===== src/rtl/rca_pkg.sv =====
package rca_pkg;
    localparam int unsigned RCA_MAX_LANES = 64;
    localparam int unsigned RCA_MIN_RADIX = 2;

    typedef enum logic [1:0] {
        LANE_KILL = 2'b00,
        LANE_PROP = 2'b01,
        LANE_GEN  = 2'b10
    } lane_kind_e;
endpackage


===== src/rtl/rca_lane_classify.sv =====
module rca_lane_classify #(
    parameter int unsigned DIGIT_W = 4
) (
    input  logic [DIGIT_W-1:0] a_dig,
    input  logic [DIGIT_W-1:0] b_dig,
    input  logic [DIGIT_W:0]   radix,
    output logic [DIGIT_W:0]   raw_sum,
    output logic               gen,
    output logic               prop
);
    import rca_pkg::*;

    logic [DIGIT_W:0] top_digit;
    lane_kind_e       kind;

    always_comb begin
        raw_sum   = {1'b0, a_dig} + {1'b0, b_dig};
        top_digit = radix - 1'b1;
        if (raw_sum > top_digit) begin
            kind = LANE_GEN;
        end else if (raw_sum == top_digit) begin
            kind = LANE_PROP;
        end else begin
            kind = LANE_KILL;
        end
        gen  = (kind == LANE_GEN);
        prop = (kind == LANE_PROP);
    end

    // a lane never both creates and only forwards a carry
    always_comb begin
        assert_gen_prop_exclusive_R3: assert (!(gen && prop))
            else $error("lane flagged as generate and propagate");
    end
endmodule


===== src/rtl/rca_carry_resolve.sv =====
module rca_carry_resolve #(
    parameter int unsigned N_LANES = 8
) (
    input  logic [N_LANES-1:0] gen_vec,
    input  logic [N_LANES-1:0] prop_vec,
    input  logic               cin,
    output logic [N_LANES-1:0] lane_cin,
    output logic               cout,
    output logic               moved
);
    localparam int unsigned WIDE = N_LANES + 1;

    logic [WIDE-1:0] pg_wide;
    logic [WIDE-1:0] g_wide;
    logic [WIDE-1:0] c_wide;
    logic [WIDE-1:0] acc;

    always_comb begin
        pg_wide  = {1'b0, prop_vec | gen_vec};
        g_wide   = {1'b0, gen_vec};
        c_wide   = {{N_LANES{1'b0}}, cin};
        acc      = pg_wide + g_wide + c_wide;
        lane_cin = acc[N_LANES-1:0] ^ prop_vec;
        cout     = acc[N_LANES];
        moved    = (|lane_cin) | cout;
    end

    // the carry-in lands in lane 0
    always_comb begin
        assert_lane0_carry_R2: assert (lane_cin[0] == cin)
            else $error("lane 0 carry differs from carry-in");
        assert_top_carry_R4: assert (cout == (gen_vec[N_LANES-1] |
                                     (prop_vec[N_LANES-1] & lane_cin[N_LANES-1])))
            else $error("carry-out disagrees with ripple rule");
    end

    // each lane carry matches a ripple step from its neighbour
    for (genvar i = 1; i < N_LANES; i++) begin : g_ripple_chk
        always_comb begin
            assert_ripple_step_R3: assert (lane_cin[i] ==
                                   (gen_vec[i-1] | (prop_vec[i-1] & lane_cin[i-1])))
                else $error("lane carry disagrees with ripple rule");
        end
    end
endmodule


===== src/rtl/rca_digit_fix.sv =====
module rca_digit_fix #(
    parameter int unsigned DIGIT_W = 4
) (
    input  logic [DIGIT_W:0]   raw_sum,
    input  logic               lane_carry,
    input  logic [DIGIT_W:0]   radix,
    input  logic               ops_legal,
    output logic [DIGIT_W-1:0] digit
);
    logic [DIGIT_W:0] with_carry;
    logic [DIGIT_W:0] wrapped;

    always_comb begin
        with_carry = raw_sum + {{DIGIT_W{1'b0}}, lane_carry};
        if (with_carry >= radix) begin
            wrapped = with_carry - radix;
        end else begin
            wrapped = with_carry;
        end
        digit = wrapped[DIGIT_W-1:0];
    end

    // the wrapped digit fits below the radix
    always_comb begin
        if (ops_legal) begin
            assert_digit_below_radix_R9: assert (wrapped < radix)
                else $error("digit not below radix");
        end
    end
endmodule


===== src/rtl/radix_carry_adder.sv =====
module radix_carry_adder #(
    parameter int unsigned N_LANES = 8,
    parameter int unsigned DIGIT_W = 4
) (
    input  logic                         clk,
    input  logic                         rst_n,
    input  logic                         in_valid,
    input  logic                         carry_in,
    input  logic [DIGIT_W:0]             radix,
    input  logic [N_LANES*DIGIT_W-1:0]   a_digits,
    input  logic [N_LANES*DIGIT_W-1:0]   b_digits,
    output logic                         out_valid,
    output logic [N_LANES*DIGIT_W-1:0]   sum_digits,
    output logic                         carry_out,
    output logic                         carry_seen
);
    import rca_pkg::*;

    localparam int unsigned VEC_W = N_LANES * DIGIT_W;

    typedef struct packed {
        logic             vld;
        logic [VEC_W-1:0] digits;
        logic             cout;
        logic             seen;
    } out_state_t;

    out_state_t st_d, st_q;

    logic [N_LANES-1:0] gen_vec;
    logic [N_LANES-1:0] prop_vec;
    logic [N_LANES-1:0] lane_cin;
    logic [N_LANES-1:0] lane_ok;
    logic [DIGIT_W:0]   raw_sum [N_LANES];
    logic [VEC_W-1:0]   fixed_digits;
    logic               cout_c;
    logic               moved_c;
    logic               radix_ok;

    initial begin
        assert_lane_count_range: assert (N_LANES >= 1 && N_LANES <= RCA_MAX_LANES)
            else $error("lane count out of range");
    end

    always_comb begin
        radix_ok = (radix >= (DIGIT_W+1)'(RCA_MIN_RADIX)) &&
                   (radix <= (DIGIT_W+1)'(1) << DIGIT_W);
    end

    for (genvar i = 0; i < N_LANES; i++) begin : g_lane
        rca_lane_classify #(.DIGIT_W(DIGIT_W)) u_classify (
            .a_dig   (a_digits[i*DIGIT_W +: DIGIT_W]),
            .b_dig   (b_digits[i*DIGIT_W +: DIGIT_W]),
            .radix   (radix),
            .raw_sum (raw_sum[i]),
            .gen     (gen_vec[i]),
            .prop    (prop_vec[i])
        );

        always_comb begin
            lane_ok[i] = radix_ok &&
                         ({1'b0, a_digits[i*DIGIT_W +: DIGIT_W]} < radix) &&
                         ({1'b0, b_digits[i*DIGIT_W +: DIGIT_W]} < radix);
        end

        rca_digit_fix #(.DIGIT_W(DIGIT_W)) u_fix (
            .raw_sum    (raw_sum[i]),
            .lane_carry (lane_cin[i]),
            .radix      (radix),
            .ops_legal  (lane_ok[i]),
            .digit      (fixed_digits[i*DIGIT_W +: DIGIT_W])
        );
    end

    rca_carry_resolve #(.N_LANES(N_LANES)) u_resolve (
        .gen_vec  (gen_vec),
        .prop_vec (prop_vec),
        .cin      (carry_in),
        .lane_cin (lane_cin),
        .cout     (cout_c),
        .moved    (moved_c)
    );

    always_comb begin
        st_d     = st_q;
        st_d.vld = in_valid;
        if (in_valid) begin
            st_d.digits = fixed_digits;
            st_d.cout   = cout_c;
            st_d.seen   = moved_c;
        end
    end

    always_ff @(posedge clk) begin
        if (!rst_n) begin
            st_q <= '0;
        end else begin
            st_q <= st_d;
        end
    end

    assign out_valid  = st_q.vld;
    assign sum_digits = st_q.digits;
    assign carry_out  = st_q.cout;
    assign carry_seen = st_q.seen;

    // valid strobe follows the input strobe by one cycle
    assert_valid_follows_R7: assert property (@(posedge clk) disable iff (!rst_n)
        in_valid |=> out_valid);
    assert_idle_drops_valid_R7: assert property (@(posedge clk) disable iff (!rst_n)
        !in_valid |=> !out_valid);
    assert_idle_holds_result_R7: assert property (@(posedge clk) disable iff (!rst_n)
        !in_valid |=> ($stable(sum_digits) && $stable(carry_out) && $stable(carry_seen)));
    // a carry-out always counts as carry activity
    assert_cout_implies_seen_R5: assert property (@(posedge clk) disable iff (!rst_n)
        carry_out |-> carry_seen);
endmodule


===== config.mk =====
export PLATFORM = sky130hd
export DESIGN_NAME = radix_carry_adder
export DESIGN_NICKNAME = d
export VERILOG_FILES = /design/src/rtl/rca_pkg.sv /design/src/rtl/rca_lane_classify.sv /design/src/rtl/rca_carry_resolve.sv /design/src/rtl/rca_digit_fix.sv /design/src/rtl/radix_carry_adder.sv
export SDC_FILE = /design/constraint.sdc
export NUM_CORES = 1
export LEC_CHECK = 0
export CAP_MARGIN = 20
export CORE_MARGIN = 2
export CORE_UTILIZATION = 30
export CTS_CLUSTER_SIZE = 20
export DETAILED_ROUTE_END_ITERATION = 12
export GPL_ROUTABILITY_DRIVEN = 0
export SYNTH_ARGS = -nofsm -noshare
export SYNTH_HDL_FRONTEND = slang
export SYNTH_HIERARCHICAL = 1
export SYNTH_SLANG_ARGS = --single-unit
export TNS_END_PERCENT = 30

===== constraint.sdc =====
create_clock -name clk -period 9.3 [get_ports clk]
set_clock_uncertainty 0.15 [all_clocks]
set_input_delay 2.79 -clock clk [delete_from_list [all_inputs] [get_ports clk]]
set_output_delay 2.79 -clock clk [all_outputs]
set_load 0.05 [all_outputs]

==> out/qor.yml, run 1 <==
hold_start: "sum_digits[21]"
cts-resized-gates: 0
wl_met2_um: 7283
clk_path_buf_depth: 2
die_w_um: 151.9
drc: 0
slew_violations: 0
cts_root_buf: "clkbuf_16"
grt_first_pass_wirelength_um: 26540
grt_max_degree: 36
dp_hpwl_um: 12870
tightest_slew_ps: 667.1
clk_latency_ps: 290
r2r-start: "carry_out"
top_layer_used: "met5"
core_area_um2: 21620
ir_drop_uv: 119.6
postCtsSetupBuffers: 0
initial_core_util_pct: 30.35
startpoint: "a_digits[0]"
synthCells: 742
postSynthAreaPerCell_um2: 8.844
switchingPower_uw: 710.0
maxCapViolCount: 0
timing.fmax_ghz: 0.1220
rrSetupSlack_ps: 8520
finalCritPeriodShare_pct: 88.15
power_leakage_nw: 3.867
p_clk_share_pct: 13.4
detail_route.wl_per_cell_um: 13.92
die_h_um: 151.9
die-area_um2: 23070
cts_tree: "done"
io_buffers: 107
wl_met3_um: 758
antenna_left: 0
power_frac_seq_pct: 13.6
setup_violations: 0
yosys_warnings: 6
slew_headroom_pct: 55.53
syn_nets: 969
htreeDepth: 2
r2r-end: "carry_out"
wl_um: 15870
setup_tns_ps: 0
power_density_nw_per_um2: 188.3
rr_worst_depth: 2
syn_area_um2: 6563
cts.sinks: 35
arrival_ps: 8220
p_comb_share_pct: 73.0
nNetsFinal: 1085
critPathMaxFanout: 4
fp-row-count: 54
vias: 5428
critPathRequiredTime_ps: 9320
cts_buffers: 5
period_needed_ps: 8198
pin_count: 108
first_pass_iters: 4
intPower_uw: 832.8
hold_buffers: 0
viasPerCell: 4.761
antenna_found_initial: 2
grt_pass1_vias: 5305
placed_cells: 1131
min_to: "sum_digits[21]"
status: "finished, final reports clean"
finalHoldViolCount: 0
rsz0062_at_grt: "false"
switching_share_pct: 46.02
drive_gt1_share_pct: 7.101
start_kind: "input pin"
drt_iter0_markers: 208
clkTransAtPathRegs_ps: 50
grt_usage_pct: 13.68
hold_class: "register to register"
min_path_cells: 2
drt-met1-wl_um: 7718
worstSetupPathType: "input pin to register"
gr-total-overflow: 0
area_growth_pct: 24.82
final_cells: 1140
crit_path_end_kind: "register"
## flip-flops by register name, summed over array words and instances (netlist names)
signal / flops
carry_out: 1
carry_seen: 1
out_valid: 1
sum_digits: 32
## power by group through the flow
stage	sequential [mW]	clock (mW)	combinational, mW
final	0.210	0.207	1.13
after detailed placement	0.214	0	1.13
after CTS	0.211	0.214	1.14
after global placement	0.214	0	1.12
after global routing	0.216	0.221	1.25
after floorplan	0.342	0	0.729
## layout make-up
| class | instances | area [µm²] |
|---|---|---|
| clock buffer | 6 | 138.9 |
| tap | 280 | 350.3 |
| fill | 2230 | 13430 |
| antenna | 1 | 2.502 |
| multi-input combinational | 619 | 5527 |
| timing repair buffer | 116 | 1134 |
| clock inverter | 2 | 35.03 |
| sequential | 35 | 700.7 |
| inverter | 81 | 304.0 |
## through the flow
stage	instance area [µm²]	setup slack, ps	hold WS, ps	utilization, %	total power [mW]
after floorplan	6563	1657	592.9	-	1.071
after global placement	8015	827.7	346.4	37.07	1.332
after detailed placement	8015	777.5	356.0	37.07	1.342
after CTS	8189	1067	373.6	37.88	1.562
after global routing	8189	736.8	399.2	37.88	1.688
final	8192	1102	363.3	37.89	1.543
## critical path, cell delays in order
cell	delay, ps
clkdlybuf4s50_1	410
ha_1	230
fa_1	400
a21o_1	170
a21o_1	190
ha_1	300
o21a_1	110
o22ai_1	60
a21oi_1	250
nor2b_1	90
ha_1	190
or2_2	270
ha_1	170
nor2_1	180
o21ai_2	130
a21boi_2	150
xor2_1	180
ha_1	210
ha_1	190
xor2_1	210
ha_1	310
o21a_1	260
a31oi_4	270
mux2_4	320
mux2i_1	130
nor2b_1	60
## how the worst max path moves through the flow
stage          slack, ps  cells after the start              to
3_3_place_gp         830                     27  sum_digits[26]
3_5_place_dp         780                     26  sum_digits[25]
6_report            1100                     26  sum_digits[25]
5_1_grt              740                     25  sum_digits[26]
4_1_cts             1070                     26  sum_digits[25]
2_1_floorplan       1660                     26  sum_digits[25]
## cells in the final DEF (no fill, tap or decap), drive strengths merged, types with 2 or more instances in the layout
cell,instances
ha,138
clkdlybuf4s50,106
inv,81
nor2b,43
mux2i,42
xnor2,42
a21oi,39
xor2,38
dfxtp,35
nand2,34
a21o,32
o211ai,25
nand3,24
nor2,19
nor3,17
o21a,16
fa,16
nand2b,16
mux2,16
o21ai,10
buf,10
and2,10
a31oi,9
o22ai,8
a211o,8
o221ai,8
clkbuf,6
a21boi,2
## layer usage
metal	up-vias	track usage [%]
met5	-	0
met3	12	3.480
met1	2463	18.11
li1	2872	-
met2	79	23.02
met4	2	1.869
Power figures use the tool's default switching activity.
==> inputs of run 2 (changes only) <==
--- a/config.mk
+++ b/config.mk
@@ -7,10 +7,12 @@
 export LEC_CHECK = 0
 export CAP_MARGIN = 20
 export CORE_MARGIN = 2
-export CORE_UTILIZATION = 30
+export CORE_UTILIZATION = 50
 export CTS_CLUSTER_SIZE = 20
 export DETAILED_ROUTE_END_ITERATION = 12
 export GPL_ROUTABILITY_DRIVEN = 0
+export PLACE_DENSITY = 0.74
+export SETUP_SLACK_MARGIN = 0.02
 export SYNTH_ARGS = -nofsm -noshare
 export SYNTH_HDL_FRONTEND = slang
 export SYNTH_HIERARCHICAL = 1
==> constraint.sdc (replaced) <==
create_clock -name clk -period 9.3 [get_ports clk]
set_clock_uncertainty 0.15 [all_clocks]
set_input_delay 1.86 -clock clk [delete_from_list [all_inputs] [get_ports clk]]
set_output_delay 1.86 -clock clk [all_outputs]
set_load 0.05 [all_outputs]
==> run 2 against run 1 <==
Die area decreased by 39%. Non-clock buffer count shrank 2. Combinational power hardly changed. Critical path depth is 1 higher. Fmax rose by 12%. Worst setup slack improved by 870 ps. Sequential power about the same. Sequential share of layout area rose by 0.12 points.
==> out/qor.yml, run 2 (synthesis gave the netlist of run 1 again) <==
seq_area_um2: 700.7
met3_usage_pct: 5.598
use_met2_pct: 44.79
drive_gt1_share_pct: 6.884
die_h_um: 118.6
postCtsSetupBuffers: 0
viasPerCell: 5.614
first_pass_iters: 4
layout_common_cells: "ha_1, clkdlybuf4s50_1, inv_1, nor2b_1"
cts_tree: "done"
antenna_found_initial: 2
clk_latency_ps: 290
rsz0062_at_grt: "false"
die_w_um: 118.6
status: "finished, final reports clean"
place_ws_ps: 1681
detail_route.wl_per_cell_um: 15.67
core_area_um2: 12720
power_density_nw_per_um2: 194.0
grt_pass1_vias: 6323
power_leakage_nw: 3.871
grt_max_degree: 36
clk_path_buf_depth: 2
setup_violations: 0
setup_tns_ps: 0
slew_headroom_pct: 58.38
arrival_ps: 7370
vias: 5788
grt_usage_pct: 23.61
gr-total-overflow: 0
grt_first_pass_wirelength_um: 27770
finalCritPeriodShare_pct: 78.82
maxCapViolCount: 0
worst_slack_ps: 1969
fillers: 1136
fp-row-count: 41
drc: 0
hold_buffers: 0
pin_count: 108
die-area_um2: 14060
hold_class: "register to register"
crit_path_end_kind: "register"
cts-resized-gates: 0
start_kind: "input pin"
antenna_left: 0
clkTransAtPathRegs_ps: 60
multi_input_area_um2: 5527
wl_um: 16160
grt_busiest_layer: "met2"
drt_iter0_markers: 267
critPathRequiredTime_ps: 9340
initial_core_util_pct: 51.58
slew_violations: 0
htreeDepth: 2
period_needed_ps: 7331
critPathMaxFanout: 13
io_buffers: 107
ir_drop_uv: 160.5
timing.fmax_ghz: 0.1364
cts.sinks: 35
worstSetupPathType: "input pin to register"
tightest_slew_ps: 622.4
cts_buffers: 5
final_common_cell: "ha_1"
largest_register_ffs: 32
dp_hpwl_um: 13180
cts_root_buf: "clkbuf_16"
finalHoldViolCount: 0
use_met1_pct: 25.59
nNetsFinal: 1083
area_growth_pct: 23.13
-- run 2: cell types whose count changed in the layout (fill, tap and decap cells not counted) --
| cell | previous run | this run |
|---|---|---|
| diode_2 | 1 | 2 |
| buf_12 | 0 | 1 |
| buf_16 | 0 | 1 |
| inv_6 | 0 | 1 |
| clkinv_2 | 1 | 0 |
| buf_4 | 9 | 5 |
-- run 2: report_power, final --
part | internal, mW | switching, mW
logic | 0.515 | 0.632
clock network | 0.135 | 0.0767
registers | 0.189 | 0.0207
-- run 2: final timing paths --
path / end / slack [ps] / cells past startpoint / start
worst max-delay path: sum_digits[25] / 1970 / 27 / radix[0]
worst min-delay path: sum_digits[23] / 370 / 2 / sum_digits[23]
worst max register to register: sum_digits[11] / 8530 / 2 / sum_digits[11]
worst min register to register: sum_digits[23] / 370 / 2 / sum_digits[23]
-- run 2: metrics by stage --
| step | hold slack (ps) | instance area, µm² | std cells | power, mW | utilization [%] |
|---|---|---|---|---|---|
| after floorplan | 592.9 | 6563 | 742 | 1.071 | - |
| after global placement | 346.9 | 7850 | 1019 | 1.299 | 61.70 |
| after detailed placement | 359.9 | 7878 | 1020 | 1.352 | 61.92 |
| after CTS | 378.8 | 8055 | 1028 | 1.574 | 63.32 |
| after global routing | 404.3 | 8075 | 1029 | 1.697 | 63.47 |
| final | 369.3 | 8080 | 1031 | 1.568 | 63.51 |
-- run 2: worst max-delay path: stages --
cell	delay, ps
clkdlybuf4s50_1	870
inv_1	170
ha_1	270
nand2_1	80
xor2_1	150
ha_1	260
nand2_1	90
o22ai_1	80
a21oi_1	230
nor2b_1	80
ha_1	200
or2_2	270
ha_1	190
nor2_1	180
o21ai_2	130
a21boi_2	150
xor2_1	180
ha_1	200
ha_1	190
nand3_1	90
xnor2_1	160
ha_1	290
a21o_1	250
a31oi_4	240
mux2_4	320
mux2i_1	130
nor2b_1	60
-- run 2: layout make-up --
| cell class | count | share of cell area (%) |
|---|---|---|
| Antenna cell | 2 | 0.06194 |
| Clock buffer | 6 | 1.719 |
| Clock inverter | 2 | 0.4800 |
| Inverter | 81 | 3.763 |
| Multi-Input combinational cell | 619 | 68.40 |
| Sequential cell | 35 | 8.671 |
| Tap cell | 172 | 2.663 |
| Timing Repair Buffer | 114 | 14.25 |
-- run 2: layer usage --
layer	vias to the layer above	part of all wire, %
met4	0	1.6
li1	2870	-
met1	2749	41
met3	25	5.4
met2	144	52
met5	-	0
